`src/rtl/soed_pkg.sv`:
```
package soed_pkg;

  typedef enum logic [2:0] {
    CAUSE_NONE      = 3'd0,
    CAUSE_FIFO_OVF  = 3'd1,
    CAUSE_OFS_UNDER = 3'd2,
    CAUSE_OFS_OVER  = 3'd3,
    CAUSE_PHASE     = 3'd4,
    CAUSE_RESIDUAL  = 3'd5
  } cause_e;

  localparam int NUM_CAUSES = 5;

  localparam logic [1:0] XFER_SYNC_RX = 2'b00;

  // Strobes from control to datapath.
  typedef struct packed {
    logic   cntUp;
    logic   cntDown;
    logic   cntClear;
    logic   violate;
    cause_e cause;
  } ctrl_s;

endpackage

```
`src/rtl/soed_ctrl.sv`:
```
module soed_ctrl
  import soed_pkg::*;
#(
  parameter int OFFSET_W   = 5,
  parameter int FIFO_DEPTH = 16,
  parameter int LEVEL_W    = $clog2(FIFO_DEPTH + 1)
) (
  input  logic                isTarget,
  input  logic                reqPulse,
  input  logic                ackPulse,
  input  logic                phaseChange,
  input  logic [OFFSET_W-1:0] maxOffset,
  input  logic                fifoWrite,
  input  logic [LEVEL_W-1:0]  fifoLevel,
  input  logic                xferStart,
  input  logic [1:0]          xferType,
  input  logic [OFFSET_W-1:0] offsetCount,
  output ctrl_s               ctrl
);

  localparam logic [OFFSET_W-1:0] CNT_TOP  = '1;
  localparam logic [LEVEL_W-1:0]  LVL_FULL = LEVEL_W'(FIFO_DEPTH);

  logic syncMode;
  logic upOnly;
  logic downOnly;
  logic cntIsZero;
  logic [NUM_CAUSES:1] viol;

  assign syncMode  = |maxOffset;
  assign upOnly    = reqPulse & ~ackPulse;
  assign downOnly  = ackPulse & ~reqPulse;
  assign cntIsZero = (offsetCount == '0);

  // Violation detectors, indexed by cause code.
  always_comb begin
    viol[CAUSE_FIFO_OVF]  = fifoWrite & (fifoLevel == LVL_FULL);
    viol[CAUSE_OFS_UNDER] = syncMode & isTarget & downOnly & cntIsZero;
    viol[CAUSE_OFS_OVER]  = syncMode & upOnly & (offsetCount >= maxOffset);
    viol[CAUSE_PHASE]     = syncMode & ~isTarget & phaseChange & ~cntIsZero;
    viol[CAUSE_RESIDUAL]  = xferStart & (xferType != XFER_SYNC_RX) &
                            (fifoLevel != '0);
  end

  // The lowest code wins, so scan from the highest down.
  cause_e pickCause;
  always_comb begin
    pickCause = CAUSE_NONE;
    for (int i = NUM_CAUSES; i >= 1; i--) begin
      if (viol[i]) pickCause = cause_e'(3'(i));
    end
  end

  always_comb begin
    ctrl.cntClear = ~syncMode;
    ctrl.cntUp    = syncMode & upOnly & (offsetCount != CNT_TOP);
    ctrl.cntDown  = syncMode & downOnly & ~cntIsZero;
    ctrl.violate  = |viol;
    ctrl.cause    = pickCause;
  end

endmodule

```
`src/rtl/soed_datapath.sv`:
```
module soed_datapath
  import soed_pkg::*;
#(
  parameter int OFFSET_W = 5
) (
  input  logic                clk,
  input  logic                rstN,
  input  ctrl_s               ctrl,
  input  logic                clearErr,
  output logic [OFFSET_W-1:0] offsetCount,
  output logic                errFlag,
  output logic [2:0]          errCause
);

  logic [OFFSET_W-1:0] cntQ;
  logic                flagQ;
  cause_e              causeQ;

  always_ff @(posedge clk) begin
    if (!rstN)              cntQ <= '0;
    else if (ctrl.cntClear) cntQ <= '0;
    else if (ctrl.cntUp)    cntQ <= cntQ + 1'b1;
    else if (ctrl.cntDown)  cntQ <= cntQ - 1'b1;
  end

  always_ff @(posedge clk) begin
    if (!rstN) begin
      flagQ  <= 1'b0;
      causeQ <= CAUSE_NONE;
    end else if (ctrl.violate && (!flagQ || clearErr)) begin
      flagQ  <= 1'b1;
      causeQ <= ctrl.cause;
    end else if (clearErr) begin
      flagQ  <= 1'b0;
      causeQ <= CAUSE_NONE;
    end
  end

  assign offsetCount = cntQ;
  assign errFlag     = flagQ;
  assign errCause    = causeQ;

endmodule

```
`src/rtl/sync_offset_guard.sv`:
```
module sync_offset_guard
  import soed_pkg::*;
#(
  parameter int OFFSET_W   = 5,
  parameter int FIFO_DEPTH = 16,
  parameter int LEVEL_W    = $clog2(FIFO_DEPTH + 1)
) (
  input  logic                clk,
  input  logic                rstN,
  input  logic                isTarget,
  input  logic                reqPulse,
  input  logic                ackPulse,
  input  logic                phaseChange,
  input  logic [OFFSET_W-1:0] maxOffset,
  input  logic                fifoWrite,
  input  logic [LEVEL_W-1:0]  fifoLevel,
  input  logic                xferStart,
  input  logic [1:0]          xferType,
  input  logic                clearErr,
  output logic                errFlag,
  output logic [2:0]          errCause,
  output logic [OFFSET_W-1:0] offsetCount
);

  ctrl_s ctrlBus;

  soed_ctrl #(
    .OFFSET_W  (OFFSET_W),
    .FIFO_DEPTH(FIFO_DEPTH),
    .LEVEL_W   (LEVEL_W)
  ) ctrl_i (
    .isTarget   (isTarget),
    .reqPulse   (reqPulse),
    .ackPulse   (ackPulse),
    .phaseChange(phaseChange),
    .maxOffset  (maxOffset),
    .fifoWrite  (fifoWrite),
    .fifoLevel  (fifoLevel),
    .xferStart  (xferStart),
    .xferType   (xferType),
    .offsetCount(offsetCount),
    .ctrl       (ctrlBus)
  );

  soed_datapath #(
    .OFFSET_W(OFFSET_W)
  ) dp_i (
    .clk        (clk),
    .rstN       (rstN),
    .ctrl       (ctrlBus),
    .clearErr   (clearErr),
    .offsetCount(offsetCount),
    .errFlag    (errFlag),
    .errCause   (errCause)
  );

endmodule

```
`config.mk`:
```
export PLATFORM = sky130hd
export DESIGN_NAME = sync_offset_guard
export DESIGN_NICKNAME = d
export VERILOG_FILES = /design/src/rtl/soed_pkg.sv /design/src/rtl/soed_ctrl.sv /design/src/rtl/soed_datapath.sv /design/src/rtl/sync_offset_guard.sv
export SDC_FILE = /design/constraint.sdc
export NUM_CORES = 1
export LEC_CHECK = 0
export BUFFER_PORTS_ARGS = -buffer_cell sky130_fd_sc_hd__buf_4
export CAP_MARGIN = 30
export CORE_MARGIN = 5
export CORE_UTILIZATION = 35
export CTS_CLUSTER_DIAMETER = 120
export DETAILED_ROUTE_END_ITERATION = 10
export SETUP_SLACK_MARGIN = 0.2
export SYNTH_ARGS = -nofsm -noshare
export SYNTH_HDL_FRONTEND = slang
export SYNTH_SLANG_ARGS = --single-unit
```
`constraint.sdc`:
```
create_clock -name clk -period 6.8 [get_ports clk]
set_input_delay 0.68 -clock clk [delete_from_list [all_inputs] [get_ports clk]]
set_output_delay 0.68 -clock clk [all_outputs]
set_load 0.02 [all_outputs]
```
**Word-level counts from Yosys, hierarchy flattened**

Index checks and enable logic that the tools add are counted.

- $add $sub $neg: 2
- $lt $le $gt $ge: 1
- Equality and inequality tests: 2
- Multiplexer cells: 11
- Bitwise gates (word level): 20
- Reductions and logical operators: 11

Operators by type and width:

| kind | number |
|---|---|
| 2-to-1 mux 3 bit | 7 |
| bitwise AND 1 bit | 16 |
| 2-to-1 mux 5 bit | 2 |
| OR reduction 5 bit | 2 |
| nonzero test 2 bit | 3 |
| adder 5 x 1 -> 5 bit (second input constant) | 1 |
| == test 5 bit (second input constant) | 1 |
| greater-or-equal comparator 5 bit | 1 |
| zero test 5 bit | 1 |
| != test 5 bit (second input constant) | 1 |
| nonzero test 5 bit | 1 |
| subtractor 5 x 1 -> 5 bit (second input constant) | 1 |
| NOT 1 bit | 4 |
| 2-to-1 mux 1 bit | 2 |
| AND reduction 2 bit | 1 |
| logical AND 1 bit | 1 |
| zero test 1 bit | 1 |
| logical OR 1 bit | 1 |

- Register bits after elaboration: 9
- Bits of input ports: 21
- Output and inout bits: 9
- Word-level logic and storage cells: 50

**Logic depth before layout (Yosys ltp)**

- Depth in word-level cells: 9
- Gate-level depth with buffers: 9
- Depth with buffers taken out: 9

**By module**

From an unflattened synthesis, not the netlist that was laid out.

- Cell total of the unflattened synthesis: 104
- Area total of the unflattened synthesis: 839.6 sq um

Modules (own cells, without submodules):

| module | times used | cells each | area each (sq um) | sequential area each (sq um) |
|---|---|---|---|---|
| soed_datapath | 1 | 58 | 531.8 | 180.2 |
| soed_ctrl | 1 | 46 | 307.8 | 0.0 |

**Worst setup path after synthesis**

Ideal clock, no wire load.

- Path type: in2reg
- Start point: in maxOffset[0]
- End point: reg dp_i.causeQ[2] (netlist: dp_i.errCause[2])
- Setup time: 0.075 ns
- Arrival: 2.300 ns
- Required time: 6.725 ns
- Slack: 4.425 ns
- Stages: 7
- Path buffers: 0
- Cells stage by stage: ha_1 -> nand2b_1 -> a2111o_1 -> a31oi_1 -> a211oi_2 -> o31a_2 -> o22ai_1

- Cells in the longest elaborated chain, start to end: 9
- Elaborated cells on any way between the ends: 18
- Those cells by class: order compare (1); mux (5); bitwise (8); reduce/logical (4)

Ends and longest elaborated chain:

| what | RTL line | source |
|---|---|---|
| start: declaration | sync_offset_guard.sv:14 | `input logic [OFFSET_W-1:0] maxOffset,` |
| OR reduction 5 bit | soed_ctrl.sv:30 | `assign syncMode = \|maxOffset;` |
| bitwise AND 1 bit (3 in series) | soed_ctrl.sv:40 | `viol[CAUSE_PHASE] = syncMode & ~isTarget & phaseChange & ~cntIsZero;` |
| 2-to-1 mux 3 bit (4 in series) | soed_ctrl.sv:50 | `if (viol[i]) pickCause = cause_e'(3'(i));` |
| 2-to-1 mux 3 bit | soed_datapath.sv:30 | `end else if (ctrl.violate && (!flagQ \|\| clearErr)) begin` |
| end signal: assignment | soed_datapath.sv:32 | `causeQ <= ctrl.cause;` |
| end: declaration | soed_datapath.sv:17 | `cause_e causeQ;` |

Several ways; a longest one is shown, not always the timed one.
A chain may end at the register's enable or synchronous reset.

**Worst setup path in the final report**

- Start point: reg dp_i.cntQ[0] (netlist: dp_i.offsetCount[0])
- End point: reg dp_i.causeQ[2] (netlist: dp_i.errCause[2])

- Cells in the longest elaborated chain, start to end: 8
- Elaborated cells on any way between the ends: 14
- Those cells by class: order compare (1); mux (5); bitwise (4); reduce/logical (4)

Ends and longest elaborated chain:

| what | RTL line | source |
|---|---|---|
| start: declaration | soed_datapath.sv:15 | `logic [OFFSET_W-1:0] cntQ;` |
| start signal: assignment | soed_datapath.sv:22 | `else if (ctrl.cntUp) cntQ <= cntQ + 1'b1;` |
| start signal: assignment | soed_datapath.sv:23 | `else if (ctrl.cntDown) cntQ <= cntQ - 1'b1;` |
| branches (longest 8 deep; another with greater-or-equal comparator 5 bit) | - |  |

Several ways; the timed one is not identified.

==> flow_summary_export.csv <==
group,metric,value,unit
outcome,outcome,"complete, no violations",
timing,worst_slack,4350,ps
layout,most-common-layout-cells,"buf_4 (29), nand2_1 (12), dfxtp_1 (9)",
drt,vias,778,
layout,drive_gt1_frac,0.320,
clock_network,ctsRootBufferMaster,"clkbuf_4",
place,io_buffers,29,
layout,syn2layout_area_growth,35.9,%
floorplan,num_rows,17,
timing,fin_setup_tns,0,ps
place,gp_congestion,0.833,
synthesis,syn_inst,95,
drt,postRouteAntennaNets,0,
drt,viasPerCell,4.99,
synthesis,synth.cell_area,777,um2
clock_network,clk_pin_slew,60,ps
synthesis,syn-mean-instance-area,8.18,um2
clock_network,numCtsBuffers,3,
layout,utilization,0.487,
floorplan,io_pins,30,
layout,multiInputGateArea,571,um2
synthesis,async_reset_ff_frac,0,
worst_setup_path,cp_max_fo,7,
timing,hold-worst-slack,450,ps
pwr,leakagePower,0.534,nW
pwr,p_total,241,uW
pwr,switching_share,0.384,
layout,nFillCells,228,
timing,final-setup-viol-count,0,
global_route,grt_pass1_vias,720,
global_route,grtUsageTotal,0.119,
worst_setup_path,r2r_setup_slack,4350,ps
place,dpl_cell_area,0.00103,mm2
layout,stdcell_count,156,
synthesis,syn-num-nets,125,
worst_setup_path,cp.arrival,2630,ps
pwr,p_int,149,uW
pwr,pwr-share-clk,0.169,
layout,final-seq-area,180,um2
place,hpwl,1580,um
clock_network,ctsResizeCount,0,
synthesis,synth_flop_cell,"dfxtp_1",
floorplan,coreArea,0.00217,mm2
timing,clock.fmax,0.408,GHz
floorplan,initial_utilization,0.358,
worst_setup_path,setup.worst_path.start_class,"flip-flop",
layout,num_antenna_cells,0,
global_route,grt_pass1_wl,3090,um
clock_network,cts_tree,"done",
clock_network,clockBufferDepth,2,
synthesis,synth-edff-count,0,
clock_network,cts.sinks,9,
worst_setup_path,crit_path_end_kind,"flip-flop",
pwr,ir_worst_vdd,0.190,mV
synthesis,ys_seq_elements,9,
clock_network,clock_latency,260,ps
floorplan,die_area,0.00326,mm2
clock_network,post-cts-setup-buffers,0,
layout,fin_nets,159,
pwr,seq_power_share,0.322,
global_route,overflow,0,
pwr,p_comb_frac,0.509,
synthesis,yosysSeqAreaShare,0.232,
clock_network,postCtsHoldBufs,0,
timing,timing.slew.headroom,0.512,
pwr,power_density,229,mW/mm2
floorplan,die_y,57.1,um
layout,postLayoutCellArea,0.00106,mm2
synthesis,yosysWarningCount,0,
timing,timing.final.crit_share,0.361,
drt,drt-initial-drc-count,13,
drt,drtPass1Iterations,2,
global_route,antenna_found_initial,0,
job,maxCapViolations,0,
layout,layout_commonest_cell,"buf_4",
worst_hold_path,holdCritPathClass,"reg -> reg",
drt,wirelength,1930,um
timing,min_period,2450,ps
timing,drv_slew,0,
timing,finalHoldViolCount,0,
worst_setup_path,worstPathRequired,6980,ps
global_route,grt_start_max_net_pins,8,
synthesis,ys_types,36,
place,dpl.cell_count,152,
floorplan,die_w,57.1,um
clock_network,h-tree-depth,1,
worst_setup_path,crit_type,"reg -> reg",
timing,worst_pin_slew,732,ps
drt,drc,0,
place,pre_cts_ws,4100,ps
drt,wl_per_cell,12.4,um
timing,skew,1.76,ps
pwr,p_sw,92.7,uW
timing,rsz0062_at_grt,"false",
path summary, 6_finish.rpt:
| path | start | cells past startpoint | end |
|---|---|---|---|
| min | dp_i.errCause[1]$_SDFFE_PN0P_ | 2 | dp_i.errCause[1]$_SDFFE_PN0P_ |
| min reg2reg | dp_i.errCause[1]$_SDFFE_PN0P_ | 2 | dp_i.errCause[1]$_SDFFE_PN0P_ |
| max | dp_i.offsetCount[0]$_SDFFE_PN0P_ | 8 | dp_i.errCause[2]$_SDFFE_PN0P_ |
| max reg2reg | dp_i.offsetCount[0]$_SDFFE_PN0P_ | 8 | dp_i.errCause[2]$_SDFFE_PN0P_ |
power groups by stage:
| stage | sequential [mW] | combinational (mW) | clock, mW |
|---|---|---|---|
| 3_3_place_gp | 0.0790 | 0.122 | 0 |
| 2_1_floorplan | 0.0869 | 0.0736 | 0 |
| 3_5_place_dp | 0.0788 | 0.123 | 0 |
| 6_report | 0.0778 | 0.123 | 0.0408 |
| 5_1_grt | 0.0800 | 0.137 | 0.0466 |
| 4_1_cts | 0.0778 | 0.124 | 0.0433 |
cell type report:
type,instances,share of cell area
tap,28,0.0332
sequential,9,0.171
timing repair buffer,29,0.206
multi-input combinational,79,0.540
inverter,7,0.0249
clock buffer,4,0.0249
cells by family (layout without fill, tap and decap cells):
family	count (synthesis)	count (layout)	share of synthesized area
compound gates	23	23	0.201
xor+xnor	4	4	0.0451
simple gates	41	41	0.308
buf+inv	7	40	0.0338
fa+ha+maj	9	9	0.155
mux	2	2	0.0258
flops	9	9	0.232
critical path: stages (launching register included):
cell	delay [ps]
dfxtp_1	500
inv_1	80
ha_1	270
nand2b_1	140
a2111o_1	410
a31oi_1	270
a211oi_2	150
o31a_2	390
o22ai_1	170
Yosys cell counts (2+ instances only):
library cell,number,area [um2]
and2b_2,2,17.5
nand2_1,12,45.0
nor2_1,8,30.0
and2b_1,2,15.0
nor3_1,2,10.0
a21oi_1,5,25.0
o22ai_1,2,12.5
xnor2_1,4,35.0
dfxtp_1,9,180
nand3_1,4,20.0
nand2b_1,2,12.5
ha_1,8,100
inv_1,7,26.3
mux2i_1,2,20.0
o21ai_0,5,25.0
routing by layer:
metal | global-route usage | wire length (um)
met5 | 0 | 0
met1 | 0.141 | 829
met4 | 0 | 0
met2 | 0.206 | 909
met3 | 0.0588 | 195
flip-flops by register name (all words and copies together) (netlist names):
name / count
dp_i.errCause: 3
dp_i.errFlag: 1
dp_i.offsetCount: 5
No activity file was read; power rests on OpenSTA's default activity.
